$ cat config.mk
export PLATFORM = sky130hd
export DESIGN_NAME = alc_limiter_top
export DESIGN_NICKNAME = d
export VERILOG_FILES = /design/src/rtl/alc_pkg.sv /design/src/rtl/alc_lvl_det.sv /design/src/rtl/alc_step_lut.sv /design/src/rtl/alc_gain_ctl.sv /design/src/rtl/alc_limiter_top.sv
export SDC_FILE = /design/constraint.sdc
export NUM_CORES = 1
export LEC_CHECK = 0
export BUFFER_PORTS_ARGS = -buffer_cell sky130_fd_sc_hd__buf_2
export CAP_MARGIN = 0
export CORE_ASPECT_RATIO = 1.75
export CORE_MARGIN = 10
export CORE_UTILIZATION = 37
export CTS_BUF_LIST = sky130_fd_sc_hd__clkbuf_4 sky130_fd_sc_hd__clkbuf_8
export CTS_CLUSTER_SIZE = 28
export DETAILED_ROUTE_END_ITERATION = 16
export PLACE_DENSITY = 0.53
export SLEW_MARGIN = 0
export SYNTH_ARGS = -nofsm -noshare
export SYNTH_HDL_FRONTEND = slang
export SYNTH_SLANG_ARGS = --single-unit
export TNS_END_PERCENT = 100
$ cat constraint.sdc
create_clock -name clk -period 3.85 [get_ports clk]
set_clock_uncertainty 0.15 [all_clocks]
set_input_delay 0.1925 -clock clk [delete_from_list [all_inputs] [get_ports clk]]
set_output_delay 0.1925 -clock clk [all_outputs]
set_load 0.03 [all_outputs]
$ cat src/rtl/alc_pkg.sv
package alc_pkg;
  typedef enum logic [2:0] {
    LV_NONE = 3'd0,
    LV_THR  = 3'd1,
    LV_FS   = 3'd2,
    LV_P6   = 3'd3,
    LV_P12  = 3'd4
  } lvl_t;

  function automatic logic [16:0] thr_mag(input logic [1:0] sel);
    case (sel)
      2'd0:    thr_mag = 17'd24573;
      2'd1:    thr_mag = 17'd20438;
      2'd2:    thr_mag = 17'd16423;
      default: thr_mag = 17'd12315;
    endcase
  endfunction
endpackage

$ cat src/rtl/alc_lvl_det.sv
module alc_lvl_det #(
  parameter int DW = 18,
  parameter int SW = 16
) (
  input  logic                 clk,
  input  logic                 rst_n,
  input  logic                 vld,
  input  logic signed [DW-1:0] smp,
  input  logic [1:0]           thr_sel,
  output alc_pkg::lvl_t        lvl,
  output logic                 zc
);
  localparam logic [DW-1:0] FS_MAG  = DW'(1) << (SW - 1);
  localparam logic [DW-1:0] P6_MAG  = FS_MAG << 1;
  localparam logic [DW-1:0] P12_MAG = FS_MAG << 2;

  logic [DW-1:0] mag;
  logic [DW-1:0] thr;
  logic          prev_neg_q, prev_neg_d;

  assign mag = smp[DW-1] ? (~smp + 1'b1) : smp;
  assign thr = DW'(alc_pkg::thr_mag(thr_sel));

  always_comb begin
    if (mag >= P12_MAG)     lvl = alc_pkg::LV_P12;
    else if (mag >= P6_MAG) lvl = alc_pkg::LV_P6;
    else if (mag >= FS_MAG) lvl = alc_pkg::LV_FS;
    else if (mag >= thr)    lvl = alc_pkg::LV_THR;
    else                    lvl = alc_pkg::LV_NONE;
  end

  assign zc         = (smp == '0) || (smp[DW-1] != prev_neg_q);
  assign prev_neg_d = vld ? smp[DW-1] : prev_neg_q;

  always_ff @(posedge clk or negedge rst_n) begin
    if (!rst_n) prev_neg_q <= 1'b0;
    else        prev_neg_q <= prev_neg_d;
  end
endmodule

$ cat src/rtl/alc_step_lut.sv
module alc_step_lut (
  input  logic [1:0]    stp_sel,
  input  logic          zc_off,
  input  alc_pkg::lvl_t lvl,
  output logic [3:0]    step
);
  always_comb begin
    step = 4'd1;
    if (!zc_off) begin
      case (stp_sel)
        2'd0: step = 4'd1;
        2'd1: step = 4'd2;
        2'd2: case (lvl)
                alc_pkg::LV_FS, alc_pkg::LV_P6: step = 4'd4;
                alc_pkg::LV_P12:                step = 4'd8;
                default:                        step = 4'd2;
              endcase
        default: case (lvl)
                alc_pkg::LV_FS:  step = 4'd2;
                alc_pkg::LV_P6:  step = 4'd4;
                alc_pkg::LV_P12: step = 4'd8;
                default:         step = 4'd1;
              endcase
      endcase
    end
  end
endmodule

$ cat src/rtl/alc_gain_ctl.sv
module alc_gain_ctl #(
  parameter int          GW       = 8,
  parameter logic [GW-1:0] GAIN_RST = 8'd145,
  parameter int          TMO_LOG  = 7
) (
  input  logic          clk,
  input  logic          rst_n,
  input  logic          vld,
  input  logic          en,
  input  logic          zc_off,
  input  logic [1:0]    tmo_sel,
  input  alc_pkg::lvl_t lvl,
  input  logic          zc_l,
  input  logic          zc_r,
  input  logic [3:0]    step,
  output logic [GW-1:0] gain_l,
  output logic [GW-1:0] gain_r
);
  localparam int CW = TMO_LOG + 4;

  logic [GW-1:0] gl_q, gl_d, gr_q, gr_d, tgt_q, tgt_d, base;
  logic          pend_q, pend_d, dl_q, dl_d, dr_q, dr_d;
  logic [CW-1:0] cnt_q, cnt_d, tmo_last;
  logic          over, ovfs, tmo;

  function automatic logic [GW-1:0] cut(input logic [GW-1:0] b, input logic [3:0] s);
    cut = (b >= GW'(s)) ? (b - GW'(s)) : '0;
  endfunction

  assign over     = (lvl != alc_pkg::LV_NONE);
  assign ovfs     = (lvl >= alc_pkg::LV_FS);
  assign base     = pend_q ? tgt_q : gl_q;
  assign tmo_last = (CW'(1) << (TMO_LOG + int'(tmo_sel))) - 1'b1;
  assign tmo      = (cnt_q >= tmo_last);

  always_comb begin
    gl_d = gl_q; gr_d = gr_q; tgt_d = tgt_q;
    pend_d = pend_q; dl_d = dl_q; dr_d = dr_q; cnt_d = cnt_q;
    if (vld && en) begin
      if (zc_off) begin
        if (over) begin
          gl_d = cut(base, 4'd1); gr_d = cut(base, 4'd1); pend_d = 1'b0;
        end else if (pend_q) begin
          gl_d = tgt_q; gr_d = tgt_q; pend_d = 1'b0;
        end
      end else if (ovfs) begin
        gl_d = cut(base, step); gr_d = cut(base, step); pend_d = 1'b0;
      end else if (pend_q) begin
        if (zc_l || tmo) begin gl_d = tgt_q; dl_d = 1'b1; end
        if (zc_r || tmo) begin gr_d = tgt_q; dr_d = 1'b1; end
        if (tmo || ((dl_q || zc_l) && (dr_q || zc_r))) pend_d = 1'b0;
        else cnt_d = cnt_q + 1'b1;
      end else if (over) begin
        pend_d = 1'b1; tgt_d = cut(gl_q, step);
        cnt_d = '0; dl_d = 1'b0; dr_d = 1'b0;
      end
    end
  end

  always_ff @(posedge clk or negedge rst_n) begin
    if (!rst_n) begin
      gl_q <= GAIN_RST; gr_q <= GAIN_RST; tgt_q <= GAIN_RST;
      pend_q <= 1'b0; dl_q <= 1'b0; dr_q <= 1'b0; cnt_q <= '0;
    end else begin
      gl_q <= gl_d; gr_q <= gr_d; tgt_q <= tgt_d;
      pend_q <= pend_d; dl_q <= dl_d; dr_q <= dr_d; cnt_q <= cnt_d;
    end
  end

  assign gain_l = gl_q;
  assign gain_r = gr_q;

  AST_EQUAL_IDLE: assert property (@(posedge clk) disable iff (!rst_n)
    !pend_q |-> (gl_q == gr_q));
  AST_NO_RISE: assert property (@(posedge clk) disable iff (!rst_n)
    1'b1 |=> (gl_q <= $past(gl_q)) && (gr_q <= $past(gr_q)));
  AST_HOLD_NOSTB: assert property (@(posedge clk) disable iff (!rst_n)
    !vld |=> $stable(gl_q) && $stable(gr_q));
  AST_DIS_HOLD: assert property (@(posedge clk) disable iff (!rst_n)
    !en |=> $stable(gl_q) && $stable(gr_q) && $stable(pend_q));
  AST_ZCOFF_ONE: assert property (@(posedge clk) disable iff (!rst_n)
    vld && en && zc_off && !pend_q |=> (($past(gl_q) - gl_q) <= GW'(1)));
  AST_FS_NOWAIT: assert property (@(posedge clk) disable iff (!rst_n)
    vld && en && !zc_off && ovfs |=> !pend_q && (gl_q == gr_q));
endmodule

$ cat src/rtl/alc_limiter_top.sv
module alc_limiter_top #(
  parameter int            DW       = 18,
  parameter int            SW       = 16,
  parameter int            GW       = 8,
  parameter logic [GW-1:0] GAIN_RST = 8'd145,
  parameter int            TMO_LOG  = 7
) (
  input  logic                 clk,
  input  logic                 rst_n,
  input  logic                 smp_vld,
  input  logic signed [DW-1:0] smp_l,
  input  logic signed [DW-1:0] smp_r,
  input  logic                 lim_en,
  input  logic [1:0]           thr_sel,
  input  logic [1:0]           stp_sel,
  input  logic                 zc_off,
  input  logic [1:0]           tmo_sel,
  output logic [GW-1:0]        gain_l,
  output logic [GW-1:0]        gain_r
);
  alc_pkg::lvl_t lvl_ch [2];
  alc_pkg::lvl_t lvl_max;
  logic [1:0]    zc_ch;
  logic [3:0]    step;
  logic signed [DW-1:0] smp_ch [2];

  assign smp_ch[0] = smp_l;
  assign smp_ch[1] = smp_r;

  for (genvar c = 0; c < 2; c++) begin : g_ch
    alc_lvl_det #(.DW(DW), .SW(SW)) u_det (
      .clk(clk), .rst_n(rst_n), .vld(smp_vld), .smp(smp_ch[c]),
      .thr_sel(thr_sel), .lvl(lvl_ch[c]), .zc(zc_ch[c])
    );
  end

  assign lvl_max = (lvl_ch[0] >= lvl_ch[1]) ? lvl_ch[0] : lvl_ch[1];

  alc_step_lut u_lut (
    .stp_sel(stp_sel), .zc_off(zc_off), .lvl(lvl_max), .step(step)
  );

  alc_gain_ctl #(.GW(GW), .GAIN_RST(GAIN_RST), .TMO_LOG(TMO_LOG)) u_ctl (
    .clk(clk), .rst_n(rst_n), .vld(smp_vld), .en(lim_en), .zc_off(zc_off),
    .tmo_sel(tmo_sel), .lvl(lvl_max), .zc_l(zc_ch[0]), .zc_r(zc_ch[1]),
    .step(step), .gain_l(gain_l), .gain_r(gain_r)
  );
endmodule

==> qor.yml, run 1 <==
yosysWarnings: 0
clkTransAtPathRegs_ns: 0.09
ys_types: 88
reg2reg_depth: 9
outcome: "finished, violations left"
crit_required_ns: 3.91
area_growth_pct: 50.7
placeableCoreArea_mm2: 0.0130
dp_slack_ns: -2.59
htreeDepth: 2
die_area_mm2: 0.0186
setup_violations: 38
fp.dieH_um: 173
hp-class: "in -> reg"
max_freq_mhz: 171
crit_path_end_kind: "register"
slowest_stage: "or4_4"
async_flop_share_pct: 100
grt.total_usage_pct: 17.9
clk_latency_ns: 0.31
place.detailed.hpwl_mm: 13.6
syn_area_per_cell_um2: 8.61
critPathLaunchType: "input port"
cts.sinks: 40
routed.top_layer: "met4"
violations: "negative setup slack"
grt_pass1_wl_mm: 27.3
clk_path_buf_depth: 2
yosys.area_share.simple_pct: 20.3
grt_max_degree: 41
crit_arrival_ns: 5.89
final.period_utilization_pct: 152
synthAdderAreaFrac_pct: 16.7
avgViaCountPerCell: 5.38
reg2reg_from: "u_ctl.pend_q$_DFFE_PN0P_"
vias: 5323
reg2reg_slack_ns: 0.43
report.final.slew_viol_count: 0
drtIter0Drc: 147
final.setup.worst_slack_ns: -1.99
ys_ff_latch: 40
r2r_end: "u_ctl.gain_r[2]$_DFFE_PN0P_"
io_buffer_count: 62
rows: 55
power_density_mw_per_mm2: 456
power.total_mw: 3.40
hold_violations: 0
synth_flop_cell: "dfrtp_1"
route.met3.wl_um: 625
fin_setup_tns_ns: -51.66
first_pass_iters: 4
place.gp.congestion: 0.893
crit_start: "smp_r[3]"
final_antenna_net_count: 0
drc: 0
max-cap-violations: 0
synth_cells: 575
ir_worst_vdd_uv: 171
critPathMaxFanout: 5
drive_gt1_share_pct: 45.8
wl_met1_mm: 5.84
fin_hold_ws_ns: 0.0463
pin_count: 63
synth_top_family_by_area: "compound AO/OA/AOI/OAI gates"
final_common_cell: "buf_4"
grt_overflow_total: 0
slowest_delay_ns: 0.52
wl_per_cell_um: 16.9
wl_met2_mm: 9.75
path_class: "in -> reg"
syn_area_mm2: 0.00495
final_cell_area_mm2: 0.00746
synth_edf_count: 0
initial_core_util_pct: 38.1
dpl-instance-area_mm2: 0.00679
antenna_found_initial: 1
cts_tree: "yes"
rsz0062_at_grt: "yes"
worst_slew_pin_slew_ns: 0.966
slew_headroom_pct: 35.6
final_net_count: 929
p_leak_nw: 3.41
crit_top_cell: "a21o_1"
seq_area_frac_synth_pct: 20.4
grt_pass1_vias: 5674
die_w_um: 107
synth-compound-area-share_pct: 24.7
synth.mux.area_fraction_pct: 4.95
final_cell_mix: "175 x buf_4, 60 x buf_2, 58 x ha_1"
synth-xor-area-share_pct: 7.98
cts_buffers: 5
period_minus_slack_ns: 5.84
wirelength_mm: 16.7
root_buffer: "clkbuf_8"
cp-endpoint: "u_ctl.gain_r[2]$_DFFE_PN0P_"
[worst min-delay path by stage]
stage | from | to | cells past startpoint
finish | smp_vld | g_ch[0].u_det.prev_neg_q$_DFFE_PN0P_ | 2
global route | smp_vld | g_ch[1].u_det.prev_neg_q$_DFFE_PN0P_ | 2
CTS | smp_vld | g_ch[0].u_det.prev_neg_q$_DFFE_PN0P_ | 2
detailed placement | rst_n | u_ctl.cnt_q[6]$_DFFE_PN0P_ | 1
global placement | rst_n | u_ctl.cnt_q[4]$_DFFE_PN0P_ | 1
floorplan | rst_n | g_ch[0].u_det.prev_neg_q$_DFFE_PN0P_ | 0
[kinds of logic after synthesis]
group,Yosys count
and+or+nand+nor,183
AOI/OAI and AO/OA,170
adders and majority gates,65
buffers and inverters,50
xor gates and xnor gates,43
DFF,40
muxes,23
other,1
[flip-flops by register name, indices dropped and copies added (netlist names)]
| register | flops |
|---|---|
| u_ctl.gain_l | 8 |
| u_ctl.gain_r | 8 |
| u_ctl.cnt_q | 11 |
| u_ctl.pend_q | 1 |
| u_ctl.dr_q | 1 |
| u_ctl.dl_q | 1 |
| g_ch.u_det.prev_neg_q | 2 |
| u_ctl.tgt_q | 8 |
[critical path: cells and delay by family]
family | cells | cell delay, ns
and+or+nand+nor | 8 | 1.60
adders and majority gates | 4 | 1.02
xor gates and xnor gates | 1 | 0.10
muxes | 1 | 0.27
buffers and inverters | 2 | 0.14
AOI/OAI and AO/OA | 15 | 2.54
[metal layers]
layer  track usage [%]  vias to the layer above
li1                  -                     2624
met1              17.2                     2557
met2              35.6                      110
met3              2.76                       32
met4              7.05                        0
met5                 0                        -
[metrics by stage]
| stage | cells | util, % |
|---|---|---|
| after floorplan | 580 | - |
| after global placement | 958 | 52.2 |
| after detailed placement | 958 | 52.2 |
| after CTS | 988 | 56.4 |
| after global routing | 989 | 57.4 |
| final | 990 | 57.4 |
[cells in the mapped netlist (all sizes together) (4+ instances only)]
library cell | count | area share [%]
dfrtp | 31 | 16
clkbuf | 8 | 0.81
or3 | 6 | 0.78
dfstp | 9 | 4.8
ha | 63 | 16
a31oi | 26 | 3.9
o21ai | 35 | 3.7
nor2b | 4 | 0.56
nor4 | 6 | 1.3
nor3 | 19 | 2.1
nand3b | 4 | 0.61
nand3 | 16 | 1.9
buf | 9 | 1.5
mux2i | 11 | 2.2
o31ai | 8 | 1.2
nand2b | 13 | 1.6
a211oi | 5 | 0.86
xnor2 | 39 | 7.3
inv | 32 | 2.4
nor2 | 36 | 2.8
mux2 | 12 | 2.7
nand2 | 47 | 3.7
nand4 | 6 | 0.88
a21o | 16 | 2.5
a21oi | 28 | 3.1
o221ai | 4 | 0.71
and3 | 9 | 1.2
xor2 | 4 | 0.71
o21a | 9 | 1.4
o41ai | 4 | 0.71
[final cells by class]
cell class	instances	area, um^2
Inverter	33	124
Tap cell	171	214
Sequential cell	40	1010
Clock inverter	2	35.0
Fill cell	1214	5540
Antenna cell	1	2.50
Clock buffer	6	76.3
Multi-Input combinational cell	490	4210
Timing Repair Buffer	247	1790
[power breakdown]
group	switching, mW	leakage (nW)	total, mW	internal, mW
Sequential	0.180	0.491	0.767	0.588
Clock	0.170	0.0586	0.370	0.200
Combinational	1.15	2.86	2.27	1.11
Total	1.50	3.41	3.40	1.90
[timing repair]
| action | CTS | global route |
|---|---|---|
| setup endpoints to repair | 38 | 38 |
| gates resized for setup | 53 | 22 |
| pin swaps | 42 | 20 |
| hold buffers | 1 | 0 |
| hold endpoints to repair | 31 | 0 |
| buffers inserted | 29 | 9 |
Power figures use the tool's default switching activity.
==> run 2: changes to the inputs <==
CORE_UTILIZATION = 39   (was 37)
PLACE_DENSITY = 0.55   (was 0.53)
==> run 2 against run 1 <==
The run still ends with negative setup slack left. Register-to-register slack barely moved. Final cell count fell by 1.3%. Utilization up 2.6 points. Die area fell by 4.4%. Largest cell class unchanged. Critical path depth unchanged. Flip-flop and latch count did not move. Clock power decreased by 14%. Non-clock buffer count shrank 9. Fmax up 1.0%. First-iteration DRC count grew 4.1%. Combinational power barely moved. Clock-buffer cell count up 2.
==> qor.yml, run 2 (synthesized netlist as in run 1, its figures left out) <==
outcome: "finished, violations left"
violations: "negative setup slack"
r2r_end: "u_ctl.cnt_q[6]$_DFFE_PN0P_"
path_class: "in -> reg"
drc: 0  # unchanged
grt_pass1_wl_mm: 26.0  # -4.8%
final_net_count: 920  # -0.97%
initial_core_util_pct: 39.8  # +1.8 points
fp.dieH_um: 169  # -2.3%
holdPathStages: 2  # unchanged
wirelength_mm: 16.0  # -4.3%
clkTransAtPathRegs_ns: 0.08  # about the same
grt_pass1_vias: 5560  # -2.0%
final_cell_mix: "159 x buf_4, 58 x buf_2, 57 x ha_1"
hold_violations: 0  # unchanged
drive_gt1_share_pct: 46.0  # +0.14 points
fin_util_pct: 60.0  # +2.6 points
crit_arrival_ns: 5.87  # -0.02 ns
htreeDepth: 2  # unchanged
area_growth_pct: 50.6  # about the same
worst_slew_pin_slew_ns: 1.01  # +0.0472 ns
critPathLaunchType: "input port"
vias: 5235  # -1.7%
max_freq_mhz: 173  # +1.0%
critPathMaxFanout: 4  # -1
slew_headroom_pct: 32.0  # -3.6 points
cts_buffers: 5  # unchanged
hp-class: "in -> reg"
die_area_mm2: 0.0178  # -4.4%
power.total_mw: 3.34  # -1.9%
period_minus_slack_ns: 5.78  # -0.0582 ns
grt.total_usage_pct: 17.6  # -0.32 points
place.detailed.hpwl_mm: 13.1  # -4.1%
antenna_found_initial: 2  # +1
rsz0062_at_grt: "yes"
final_common_cell: "buf_4"
reg2reg_slack_ns: 0.43  # about the same
final.setup.worst_slack_ns: -1.93  # +0.0582 ns
reg2reg_depth: 10  # +1
power_density_mw_per_mm2: 448  # -1.8%
slowest_delay_ns: 0.34  # -0.18 ns
final.period_utilization_pct: 150  # -1.5 points
fin_hold_ws_ns: 0.0507  # +0.00441 ns
cpLargestDelayFamily: "compound AO/OA/AOI/OAI gates"
min_from: "smp_vld"
worstHoldEndpoint: "g_ch[0].u_det.prev_neg_q$_DFFE_PN0P_"
max-cap-violations: 0  # unchanged
grt_overflow_total: 0  # unchanged
cts.sinks: 40  # unchanged
insertedDiodeCount: 0  # -1
drtIter0Drc: 153  # +4.1%
final_antenna_net_count: 0  # unchanged
ir_worst_vdd_uv: 170  # -0.65%
crit_required_ns: 3.94  # +0.03 ns
die_w_um: 105  # -2.1%
p_leak_nw: 3.41  # about the same
placeableCoreArea_mm2: 0.0124  # -4.4%
setup_violations: 38  # unchanged
pin_count: 63  # unchanged
avgViaCountPerCell: 5.36  # -0.34%
reg2reg_from: "u_ctl.cnt_q[1]$_DFFE_PN0P_"
slowest_stage: "fa_2"
root_buffer: "clkbuf_8"
dp_slack_ns: -2.51  # +0.0736 ns
grt_max_degree: 41  # unchanged
fin_setup_tns_ns: -49.33  # +2.33 ns
rows: 54  # -1.8%
io_buffer_count: 62  # unchanged
cts_tree: "yes"
first_pass_iters: 7  # +3
wl_per_cell_um: 16.3  # -3.0%
max_flop_register: "u_ctl.cnt_q"
clk_path_buf_depth: 2  # unchanged
n_fill_cell: 1176  # -3.1%
clk_latency_ns: 0.31  # about the same
timing.critical_path.buf_inv: 3  # +1
largest_reg_flops: 11  # unchanged
crit_path_end_kind: "register"
report.final.slew_viol_count: 0  # unchanged
place.gp.congestion: 0.911  # +2.0%
[run 2: stage by stage]
stage | instance area, um^2 | std cells
2_1_floorplan | 5150 | 580
3_3_place_gp | 6750 | 951
4_1_cts | 7170 | 967
6_report | 7460 | 977
3_5_place_dp | 6750 | 951
5_1_grt | 7460 | 977
[run 2: per-layer routing]
layer	share of wire (%)	vias up	global-route usage [%]	wire, um
met5	0.063	-	0	10
met4	2.6	2	6.77	423
met3	3.5	29	2.81	554
met2	58	97	35.9	9310
met1	36	2495	16.5	5670
li1	-	2612	-	-
[run 2: how the worst max path moves through the flow]
| stage | slack, ns | from | endpoint | cells after the start |
|---|---|---|---|---|
| final | -1.93 | smp_r[3] | u_ctl.gain_r[4]$_DFFE_PN1P_ | 31 |
| after CTS | -1.93 | smp_r[3] | u_ctl.gain_r[4]$_DFFE_PN1P_ | 30 |
| after floorplan | -2.30 | smp_r[3] | u_ctl.gain_r[4]$_DFFE_PN1P_ | 29 |
| after global routing | -2.20 | smp_r[9] | u_ctl.gain_r[4]$_DFFE_PN1P_ | 32 |
| after global placement | -2.38 | smp_r[3] | u_ctl.gain_r[3]$_DFFE_PN0P_ | 31 |
| after detailed placement | -2.51 | smp_r[3] | u_ctl.gain_r[3]$_DFFE_PN0P_ | 31 |
[run 2: area by class of cell]
class | count | area (um^2) | area share, %
sequential | 40 | 1010 | 13.6
tap | 168 | 210 | 2.82
inverter | 33 | 124 | 1.66
multi-input combinational | 490 | 4270 | 57.2
clock buffer | 8 | 97.6 | 1.31
timing repair buffer | 238 | 1750 | 23.4
[run 2: what timing repair did]
| item | 4_1_cts | 5_1_grt |
|---|---|---|
| pin swaps | 26 | 21 |
| setup endpoints to repair | 38 | 38 |
| gates resized for setup | 50 | 40 |
| buffers inserted | 8 | 14 |
| cloned | 0 | 0 |
| hold buffers | 1 | 0 |
| endpoints found under the hold margin | 31 | 0 |
[run 2: power by group]
part	total, mW	leakage, nW	internal [mW]	switching (mW)
clock	0.320	0.0523	0.161	0.159
sequential	0.753	0.491	0.587	0.165
combinational	2.27	2.86	1.12	1.15
